===== src/rtl/qdac_pkg.sv =====
package qdac_pkg;

    typedef enum logic [1:0] {
        LD_IDLE   = 2'd0,
        LD_COUNT  = 2'd1,
        LD_ACTIVE = 2'd2
    } ld_state_e;

    function automatic int unsigned cnt_width(input int unsigned limit);
        return (limit < 2) ? 1 : $clog2(limit + 1);
    endfunction

endpackage


===== src/rtl/qdac_sync.sv =====
module qdac_sync #(
    parameter int    STAGES  = 2,
    parameter logic  RST_VAL = 1'b1
) (
    input  logic clk,
    input  logic rst_n,
    input  logic d_async,
    output logic q_sync
);
    logic [STAGES-1:0] chain_q;

    always_ff @(posedge clk or negedge rst_n) begin
        if (!rst_n) begin
            chain_q <= {STAGES{RST_VAL}};
        end else begin
            chain_q <= {chain_q[STAGES-2:0], d_async};
        end
    end

    assign q_sync = chain_q[STAGES-1];
endmodule


===== src/rtl/qdac_load_fsm.sv =====
module qdac_load_fsm
    import qdac_pkg::*;
#(
    parameter int unsigned LOAD_MIN = 3
) (
    input  logic clk,
    input  logic rst_n,
    input  logic ld_low_s,
    input  logic cs_act,
    output logic load_en,
    output ld_state_e state
);
    localparam int unsigned CW = cnt_width(LOAD_MIN);
    localparam logic [CW-1:0] CNT_LAST = CW'(LOAD_MIN - 1);

    ld_state_e     state_q, state_d;
    logic [CW-1:0] cnt_q, cnt_d;
    logic          qual;

    assign qual = ld_low_s && cs_act;

    // state register
    always_ff @(posedge clk or negedge rst_n) begin
        if (!rst_n) begin
            state_q <= LD_IDLE;
            cnt_q   <= '0;
        end else begin
            state_q <= state_d;
            cnt_q   <= cnt_d;
        end
    end

    // next state
    always_comb begin
        state_d = state_q;
        cnt_d   = cnt_q;
        unique case (state_q)
            LD_IDLE: begin
                if (qual) begin
                    state_d = (LOAD_MIN <= 1) ? LD_ACTIVE : LD_COUNT;
                    cnt_d   = CW'(1);
                end
            end
            LD_COUNT: begin
                if (!qual) begin
                    state_d = LD_IDLE;
                    cnt_d   = '0;
                end else if (cnt_q == CNT_LAST) begin
                    state_d = LD_ACTIVE;
                end else begin
                    cnt_d = cnt_q + CW'(1);
                end
            end
            LD_ACTIVE: begin
                if (!qual) begin
                    state_d = LD_IDLE;
                    cnt_d   = '0;
                end
            end
            default: begin
                state_d = LD_IDLE;
                cnt_d   = '0;
            end
        endcase
    end

    // outputs
    always_comb begin
        load_en = (state_q == LD_ACTIVE);
        state   = state_q;
    end
endmodule


===== src/rtl/qdac_bank.sv =====
module qdac_bank #(
    parameter int unsigned NUM_CH = 4,
    parameter int unsigned DATA_W = 12,
    parameter int unsigned ADDR_W = 2,
    parameter logic [DATA_W-1:0] RESET_CODE = '0
) (
    input  logic                     clk,
    input  logic                     rst_n,
    input  logic                     wr_en,
    input  logic [ADDR_W-1:0]        addr,
    input  logic [DATA_W-1:0]        wr_data,
    input  logic                     load_en,
    output logic [NUM_CH*DATA_W-1:0] in_flat,
    output logic [NUM_CH*DATA_W-1:0] out_flat,
    output logic [DATA_W-1:0]        rd_data
);
    genvar g;
    generate
        for (g = 0; g < NUM_CH; g++) begin : g_ch
            logic              hit;
            logic [DATA_W-1:0] in_q, in_d, out_q;

            assign hit  = wr_en && (addr == ADDR_W'(g));
            assign in_d = hit ? wr_data : in_q;

            always_ff @(posedge clk or negedge rst_n) begin
                if (!rst_n) begin
                    in_q  <= RESET_CODE;
                    out_q <= RESET_CODE;
                end else begin
                    in_q <= in_d;
                    if (load_en) begin
                        out_q <= in_d;
                    end
                end
            end

            assign in_flat[g*DATA_W +: DATA_W]  = in_q;
            assign out_flat[g*DATA_W +: DATA_W] = out_q;
        end
    endgenerate

    always_comb begin
        rd_data = '0;
        for (int i = 0; i < NUM_CH; i++) begin
            if (addr == ADDR_W'(i)) begin
                rd_data = in_flat[i*DATA_W +: DATA_W];
            end
        end
    end
endmodule


===== src/rtl/quad_dac_regs.sv =====
module quad_dac_regs
    import qdac_pkg::*;
#(
    parameter int unsigned NUM_CH     = 4,
    parameter int unsigned DATA_W     = 12,
    parameter int unsigned LOAD_MIN   = 3,
    parameter int unsigned SYNC_DEPTH = 2,
    parameter bit          ZERO_RESET = 1'b0
) (
    input  logic                       clk,
    input  logic                       rst_n,
    input  logic                       cs_n,
    input  logic                       rw,
    input  logic                       ld_n,
    input  logic [$clog2(NUM_CH)-1:0]  addr,
    input  logic [DATA_W-1:0]          din,
    output logic [DATA_W-1:0]          dout,
    output logic                       dout_oe,
    output logic [NUM_CH*DATA_W-1:0]   dac_code
);
    localparam int unsigned ADDR_W = $clog2(NUM_CH);
    localparam logic [DATA_W-1:0] RESET_CODE =
        ZERO_RESET ? '0 : {1'b1, {(DATA_W-1){1'b0}}};

    logic                     ld_n_s;
    logic                     load_en;
    ld_state_e                ld_state;
    logic                     wr_en, rd_en;
    logic [DATA_W-1:0]        rd_data;
    logic [NUM_CH*DATA_W-1:0] in_flat;

    qdac_sync #(.STAGES(SYNC_DEPTH), .RST_VAL(1'b1)) u_ld_sync (
        .clk     (clk),
        .rst_n   (rst_n),
        .d_async (ld_n),
        .q_sync  (ld_n_s)
    );

    qdac_load_fsm #(.LOAD_MIN(LOAD_MIN)) u_load_fsm (
        .clk      (clk),
        .rst_n    (rst_n),
        .ld_low_s (!ld_n_s),
        .cs_act   (!cs_n),
        .load_en  (load_en),
        .state    (ld_state)
    );

    assign wr_en = !cs_n && !rw;
    assign rd_en = !cs_n && rw;

    qdac_bank #(
        .NUM_CH     (NUM_CH),
        .DATA_W     (DATA_W),
        .ADDR_W     (ADDR_W),
        .RESET_CODE (RESET_CODE)
    ) u_bank (
        .clk      (clk),
        .rst_n    (rst_n),
        .wr_en    (wr_en),
        .addr     (addr),
        .wr_data  (din),
        .load_en  (load_en),
        .in_flat  (in_flat),
        .out_flat (dac_code),
        .rd_data  (rd_data)
    );

    assign dout_oe = rd_en;
    assign dout    = rd_en ? rd_data : '0;
endmodule


===== config.mk =====
export PLATFORM = sky130hd
export DESIGN_NAME = quad_dac_regs
export DESIGN_NICKNAME = d
export VERILOG_FILES = /design/src/rtl/qdac_pkg.sv /design/src/rtl/qdac_sync.sv /design/src/rtl/qdac_load_fsm.sv /design/src/rtl/qdac_bank.sv /design/src/rtl/quad_dac_regs.sv
export SDC_FILE = /design/constraint.sdc
export NUM_CORES = 1
export LEC_CHECK = 0
export BUFFER_PORTS_ARGS = -buffer_cell sky130_fd_sc_hd__buf_2
export CORE_UTILIZATION = 45
export CTS_CLUSTER_SIZE = 14
export DETAILED_ROUTE_END_ITERATION = 10
export PLACE_DENSITY = 0.79
export REMOVE_ABC_BUFFERS = 1
export SYNTH_ARGS = -nofsm -noshare
export SYNTH_HDL_FRONTEND = slang
export SYNTH_SLANG_ARGS = --single-unit

===== constraint.sdc =====
create_clock -name clk -period 1.4 [get_ports clk]
set_input_delay 0.14 -clock clk [delete_from_list [all_inputs] [get_ports clk]]
set_output_delay 0.14 -clock clk [all_outputs]
set_load 0.01 [all_outputs]

==> summary.md, run 1 <==
| Metric | Value |
|---|---|
| Largest net degree at the start of global routing | 45 |
| Power density over the cells | 1240 mW/mm² |
| Final Net Count | 395 |
| Total Routing Usage GR | 19.5% |
| Synth top area cells | dfrtp_1 (54%), mux2_2 (22%), mux4_2 (6.3%) |
| Die width | 99.7 µm |
| Ratio of final minimum period to clock period | 119% |
| Crit path kind | reg2out |
| Post-place instance area | 0.00503 mm² |
| Clock-pin slew on the worst setup and hold paths | 0.10 ns |
| Post-DR wirelength/cell | 17.8 µm |
| Endpoint type of the worst setup path | output pin |
| Remaining global-route overflow | 0 |
| Leakage Power | 2.67 nW |
| TritonCTS buffer count | 9 |
| Vias after detailed routing | 2,633 |
| Average instance area after synthesis | 16.3 µm² |
| Crit path time final | 1.66 ns |
| Fraction of layout instances using a drive strength above 1 | 67.9% |
| Cell area after layout | 0.00542 mm² |
| Clock Sinks | 102 |
| # setup viols final | 12 |
| Total Routed Length | 9050 µm |
| H-tree lvl count | 3 |
| DRC Markers | 0 |
| Part of the Yosys area used for sequential elements | 59.7% |
| GPL Wtd Cong | 0.729 |
| Number of nets with antenna violations after detailed routing | 0 |
| Flip-flop and latch count after synthesis | 102 |
| Filler cell count in the final layout | 725 |
| Final-report hold violation count | 0 |
| Max FO, Critical Path | 2 |
| Startpoint types | flip-flop |
| Count of input and output buffers | 79 |
| Layout Skew | 0.00757 ns |
| Failing checks | setup timing |
| Count of max-cap constraint violations | 0 |
| Outcome | finished with violations |
| Deepest clock path buffer count | 2 |
| Worst Hold Class | in2reg |
| Cell count of the worst hold path | 2 |
| Crit path required time | 1.26 ns |
| Die area | 0.00994 mm² |
| Starting density of the core | 46.5% |
| Total inserted antenna cells | 0 |
| CTS root buf | clkbuf_8 |
| Area of the core | 0.00924 mm² |
| I/O pin count | 80 |
| Share of the synthesized area in the top cell type | 53.6% |
| Area of the mapped netlist | 0.00430 mm² |
| Dominant cell type by area after synthesis | dfrtp_1 |
| Setup WS pre-CTS | -0.232 ns |
| Number of distinct library cells after synthesis | 31 |
| Vias per cell | 5.17 |
| Initial antenna violation count | 0 |
| Final HPWL DP | 6380 µm |
| Number of cell instances on the worst register-to-register path | 3 |
| Synthesized instance count | 263 |
| Vertical die dimension | 99.7 µm |
| Synth warnings | 0 |
| Max Fclk | 0.602 GHz |
| CP arrival | 1.52 ns |
| 1st-iter DRT viols | 80 |
| Global-route wire length before repair | 14,600 µm |
| Rel. slew slack | 74.0% |
| Peak VDD IR | 0.000575 V |
| RSZ-0062 raised after global routing | yes |
| Transition time at the pin with the least slew margin | 0.390 ns |
| Fin worst setup slack | -0.261 ns |
| CTS tree | done |
| Via count of the first global-routing pass | 2,726 |
| Pre-Repair DR Iteration Count | 4 |
| Row Count | 35 |
| Clock latency reported for the late side of the worst-skew pair | 0.36 ns |
| Final Max Tran Viols | 0 |
| Area growth from synthesis to final layout | 26.2% |
-- flip-flops by register name (all words and copies together) (netlist names) --
| signal | count |
|---|---|
| u_bank.g_ch.in_q | 48 |
| u_bank.g_ch.out_q | 48 |
| u_ld_sync.chain_q | 2 |
| u_load_fsm.cnt_q | 2 |
| u_load_fsm.state | 2 |
-- cell type report --
type	count	area, µm²	share of cell area (%)
clock buffer	10	138	2.54
clock inverter	6	53.8	0.992
inverter	3	11.3	0.208
multi-input combinational	143	1720	31.7
sequential	102	2570	47.3
tap	129	161	2.98
timing repair buffer	116	772	14.2
-- what timing repair did --
| item | in CTS | in global routing |
|---|---|---|
| gates resized for setup | 8 | 10 |
| endpoints found under the hold margin | 20 | 0 |
| hold buffers | 2 | 0 |
| setup buffers | 6 | 7 |
| setup endpoints to repair | 12 | 25 |
-- worst paths after layout --
path                                        start  slack [ns]                  endpoint
setup / recovery           u_bank.g_ch[3].in_q[1]       -0.26                   dout[1]
hold / removal                             din[4]        0.06    u_bank.g_ch[3].in_q[4]
setup reg to reg              u_load_fsm.state[0]        0.07   u_bank.g_ch[1].out_q[8]
hold reg to reg              u_ld_sync.chain_q[0]        0.36      u_ld_sync.chain_q[1]
max in group asynchronous                   rst_n        0.60  u_bank.g_ch[1].out_q[11]
min in group asynchronous                   rst_n        0.24   u_bank.g_ch[1].out_q[1]
-- layer usage --
layer  part of all wire [%]  up-vias  global-route usage (%)
met5                      0        -                       0
met4                    1.4        0                    7.01
met3                    5.1       13                    4.43
met2                     48       78                    30.1
met1                     46     1363                    27.1
li1                       -     1179                       -
-- cell usage after synthesis --
cell and instances:
dfrtp_1 92, mux2_2 83, nor2b_1 13, mux4_2 12, dfstp_2 10, mux2_4 10
clkbuf_1 6, buf_4 3, inv_1 3, mux2_1 3, nand3_1 3, nor2_1 3
buf_1 2, buf_2 2, nor4b_2 2, a211oi_1 1, and2_1 1, and3_1 1
and4bb_2 1, buf_6 1, clkbuf_2 1, ha_1 1, nand2b_1 1, nor4_2 1
o2111ai_1 1, o21a_1 1, o21ai_0 1, o311ai_0 1, or2_2 1, or3_1 1
xor2_1 1
-- cell families after synthesis --
family          Yosys count  share of synthesized area (%)
fa+ha+maj                 1                          0.291
xor+xnor                  1                          0.204
mux                     108                           32.3
flops                   102                           59.7
simple gates             28                           4.51
compound gates            5                          0.874
buf+inv                  18                           2.10
-- cell usage in the layout (no fill, tap or decap) --
master	synthesis	final
inv_8	0	1
dfstp_2	10	10
dfrtp_2	0	1
mux2_4	10	10
and3_1	1	1
nor4b_4	0	2
nor2b_4	0	7
clkbuf_8	0	10
o2111ai_1	1	1
or2_2	1	1
nor2_1	3	3
xor2_1	1	1
buf_12	0	4
mux2_1	3	3
a211oi_1	1	1
o311ai_1	0	1
and2_1	1	1
clkinv_4	0	3
dfrtp_1	92	91
nand3_1	3	3
clkinvlp_4	0	1
or3_1	1	1
nor2b_1	13	6
nor4_4	0	1
inv_6	0	1
o21a_1	1	1
dlygate4sd3_1	0	2
buf_4	3	31
and4bb_2	1	1
o21ai_0	1	1
mux2_2	83	83
inv_1	3	3
ha_1	1	1
nand2b_1	1	1
mux4_2	12	12
buf_6	1	7
buf_2	2	72
-- report_power, final --
part	internal, W	switching, W
registers	0.00339	0.000223
logic	0.000825	0.000551
clock network	0.000723	0.00103
total	0.00494	0.00181
-- stage by stage --
stage                     std cells  total power [W]  util (%)  hold WS (ns)  TNS (ns)
final                           509          0.00675      58.7        0.0636     -2.70
after CTS                       502          0.00669      57.6        0.0541     -2.80
after global placement          478          0.00479      54.4        0.0890     -8.47
after floorplan                 248          0.00435         -        -0.156    -92.53
after detailed placement        478          0.00485      54.4        0.0928     -9.82
after global routing            509          0.00707      58.7        0.0607     -3.33
-- worst max-delay path, cell delays in order, from the launching register on --
cell	delay, ns
dfrtp_1	0.40
mux4_2	0.51
nor2b_4	0.15
buf_6	0.11
No activity file was read; power rests on OpenSTA's default activity.
==> run 2, diff against run 1 <==
==> constraint.sdc (replaced) <==
create_clock -name clk -period 1.42 [get_ports clk]
set_input_delay 0.142 -clock clk [delete_from_list [all_inputs] [get_ports clk]]
set_output_delay 0.142 -clock clk [all_outputs]
set_load 0.01 [all_outputs]
==> summary.md, run 2 (synthesis results as in run 1) <==
| Metric | Value |
|---|---|
| Outcome | finished with violations |
| Failing checks | setup timing |
| CTS tree | done |
| Post-DR wirelength/cell | 17.8 µm |
| Total Routed Length | 8860 µm |
| Most common cell after layout, fill and taps aside | dfrtp_1 |
| Peak VDD IR | 0.000634 V |
| Cell family with most CP delay | multiplexers |
| Largest net degree at the start of global routing | 45 |
| Starting density of the core | 46.5% |
| Fraction of layout instances using a drive strength above 1 | 66.1% |
| Initial antenna violation count | 0 |
| Transition time at the pin with the least slew margin | 0.386 ns |
| Clock Sinks | 102 |
| Clock latency reported for the late side of the worst-skew pair | 0.36 ns |
| Final Core Density | 57.5% |
| Remaining global-route overflow | 0 |
| TritonCTS buffer count | 9 |
| Layout Skew | 0.0117 ns |
| Filler cell count in the final layout | 734 |
| Pre-Repair DR Iteration Count | 4 |
| Registers with the most flip-flops | u_bank.g_ch.in_q: 48 flops, u_bank.g_ch.out_q: 48 flops |
| Number of nets with antenna violations after detailed routing | 0 |
| Count of max-cap constraint violations | 0 |
| Deepest clock path buffer count | 2 |
| Power density over the cells | 1220 mW/mm² |
| Row Count | 35 |
| Commonest cells after routing, fill and taps aside | dfrtp_1 (92), mux2_2 (83), buf_2 (73), buf_4 (22), mux4_2 (12) |
| Crit path kind | reg2out |
| GPL Wtd Cong | 0.717 |
| Rel. slew slack | 74.3% |
| DRC Markers | 0 |
| Worst hold margin | 0.0621 ns |
| Critical-path cell with the highest stage delay | mux4_2 |
| Final-report hold violation count | 0 |
| CTS root buf | clkbuf_8 |
| Die width | 99.7 µm |
| Vias after detailed routing | 2,529 |
| Crit path required time | 1.28 ns |
| H-tree lvl count | 3 |
| Fin worst setup slack | -0.244 ns |
| Max FO, Critical Path | 2 |
| Crit path time final | 1.66 ns |
| Final Max Tran Viols | 0 |
| Final Net Count | 385 |
| # setup viols final | 12 |
| Global-route wire length before repair | 14,000 µm |
| Buffers and inverters on the worst path | 1 |
| RSZ-0062 raised after global routing | yes |
| Final HPWL DP | 6290 µm |
| Area of the core | 0.00924 mm² |
| Total inserted antenna cells | 0 |
| Die area | 0.00994 mm² |
| Vertical die dimension | 99.7 µm |
| Critical Path Max Stage Delay | 0.47 ns |
| CP arrival | 1.52 ns |
| Clock-pin slew on the worst setup and hold paths | 0.09 ns |
| Worst Hold Class | in2reg |
| Startpoint types | flip-flop |
| Leakage Power | 2.61 nW |
| Ratio of final minimum period to clock period | 117% |
| Area growth from synthesis to final layout | 23.6% |
| Vias per cell | 5.08 |
| 1st-iter DRT viols | 101 |
| Endpoint type of the worst setup path | output pin |
| Max Fclk | 0.601 GHz |
| Count of input and output buffers | 79 |
| Total Routing Usage GR | 18.7% |
| I/O pin count | 80 |
| List of cells traversed by the critical path | mux4_2 -> nor2b_1 -> buf_2 |
| Via count of the first global-routing pass | 2,622 |
-- run 2: per-layer routing --
metal  track usage [%]  vias up  wire length, µm  part of all wire (%)
met5                 0        -                0                     0
met4              6.45        0              156                   1.8
met3              3.30       13              371                   4.2
met2              28.9       64             4220                    48
met1              26.7     1303             4120                    46
li1                  -     1149                -                     -
-- run 2: through the flow --
step	cell area, µm²	setup slack (ns)	cells	setup TNS [ns]	total power [W]
final	5310	-0.244	498	-2.43	0.00647
after global routing	5310	-0.283	498	-3.02	0.00678
after CTS	5240	-0.239	496	-2.64	0.00646
after detailed placement	5020	-0.201	477	-8.55	0.00478
after global placement	5020	-0.185	477	-7.41	0.00472
after floorplan	4220	-1.77	248	-90.88	0.00429
-- run 2: repair_timing --
item	in CTS	in global routing
hold endpoints to repair	20	0
gates resized for setup	2	12
pin swaps	0	0
hold buffers	2	0
setup endpoints to repair	12	13
buffers inserted	2	2
-- run 2: final timing paths --
check,from,endpoint,slack [ns],cells past startpoint
max,u_bank.g_ch[3].in_q[6],dout[6],-0.24,3
min,din[7],u_bank.g_ch[3].in_q[7],0.06,2
max reg2reg,u_load_fsm.state[0],u_bank.g_ch[2].out_q[3],0.06,3
min reg2reg,u_ld_sync.chain_q[0],u_ld_sync.chain_q[1],0.36,0
max in group asynchronous,rst_n,u_bank.g_ch[2].out_q[11],0.61,3
min in group asynchronous,rst_n,u_bank.g_ch[3].out_q[10],0.24,2
-- run 2: layout make-up --
cell class	instances	area (µm²)	area share, %
Sequential cell	102	2560	48.3
Multi-Input combinational cell	143	1710	32.2
Timing Repair Buffer	106	687	12.9
Tap cell	129	161	3.04
Clock inverter	3	20.0	0.377
Inverter	3	11.3	0.212
Clock buffer	12	155	2.92
-- run 2: power by group --
group | internal [W] | leakage (nW) | total [W] | switching (W)
logic | 0.000740 | 1.23 | 0.00125 | 0.000512
clock network | 0.000722 | 0.0845 | 0.00166 | 0.000936
registers | 0.00334 | 1.29 | 0.00356 | 0.000220
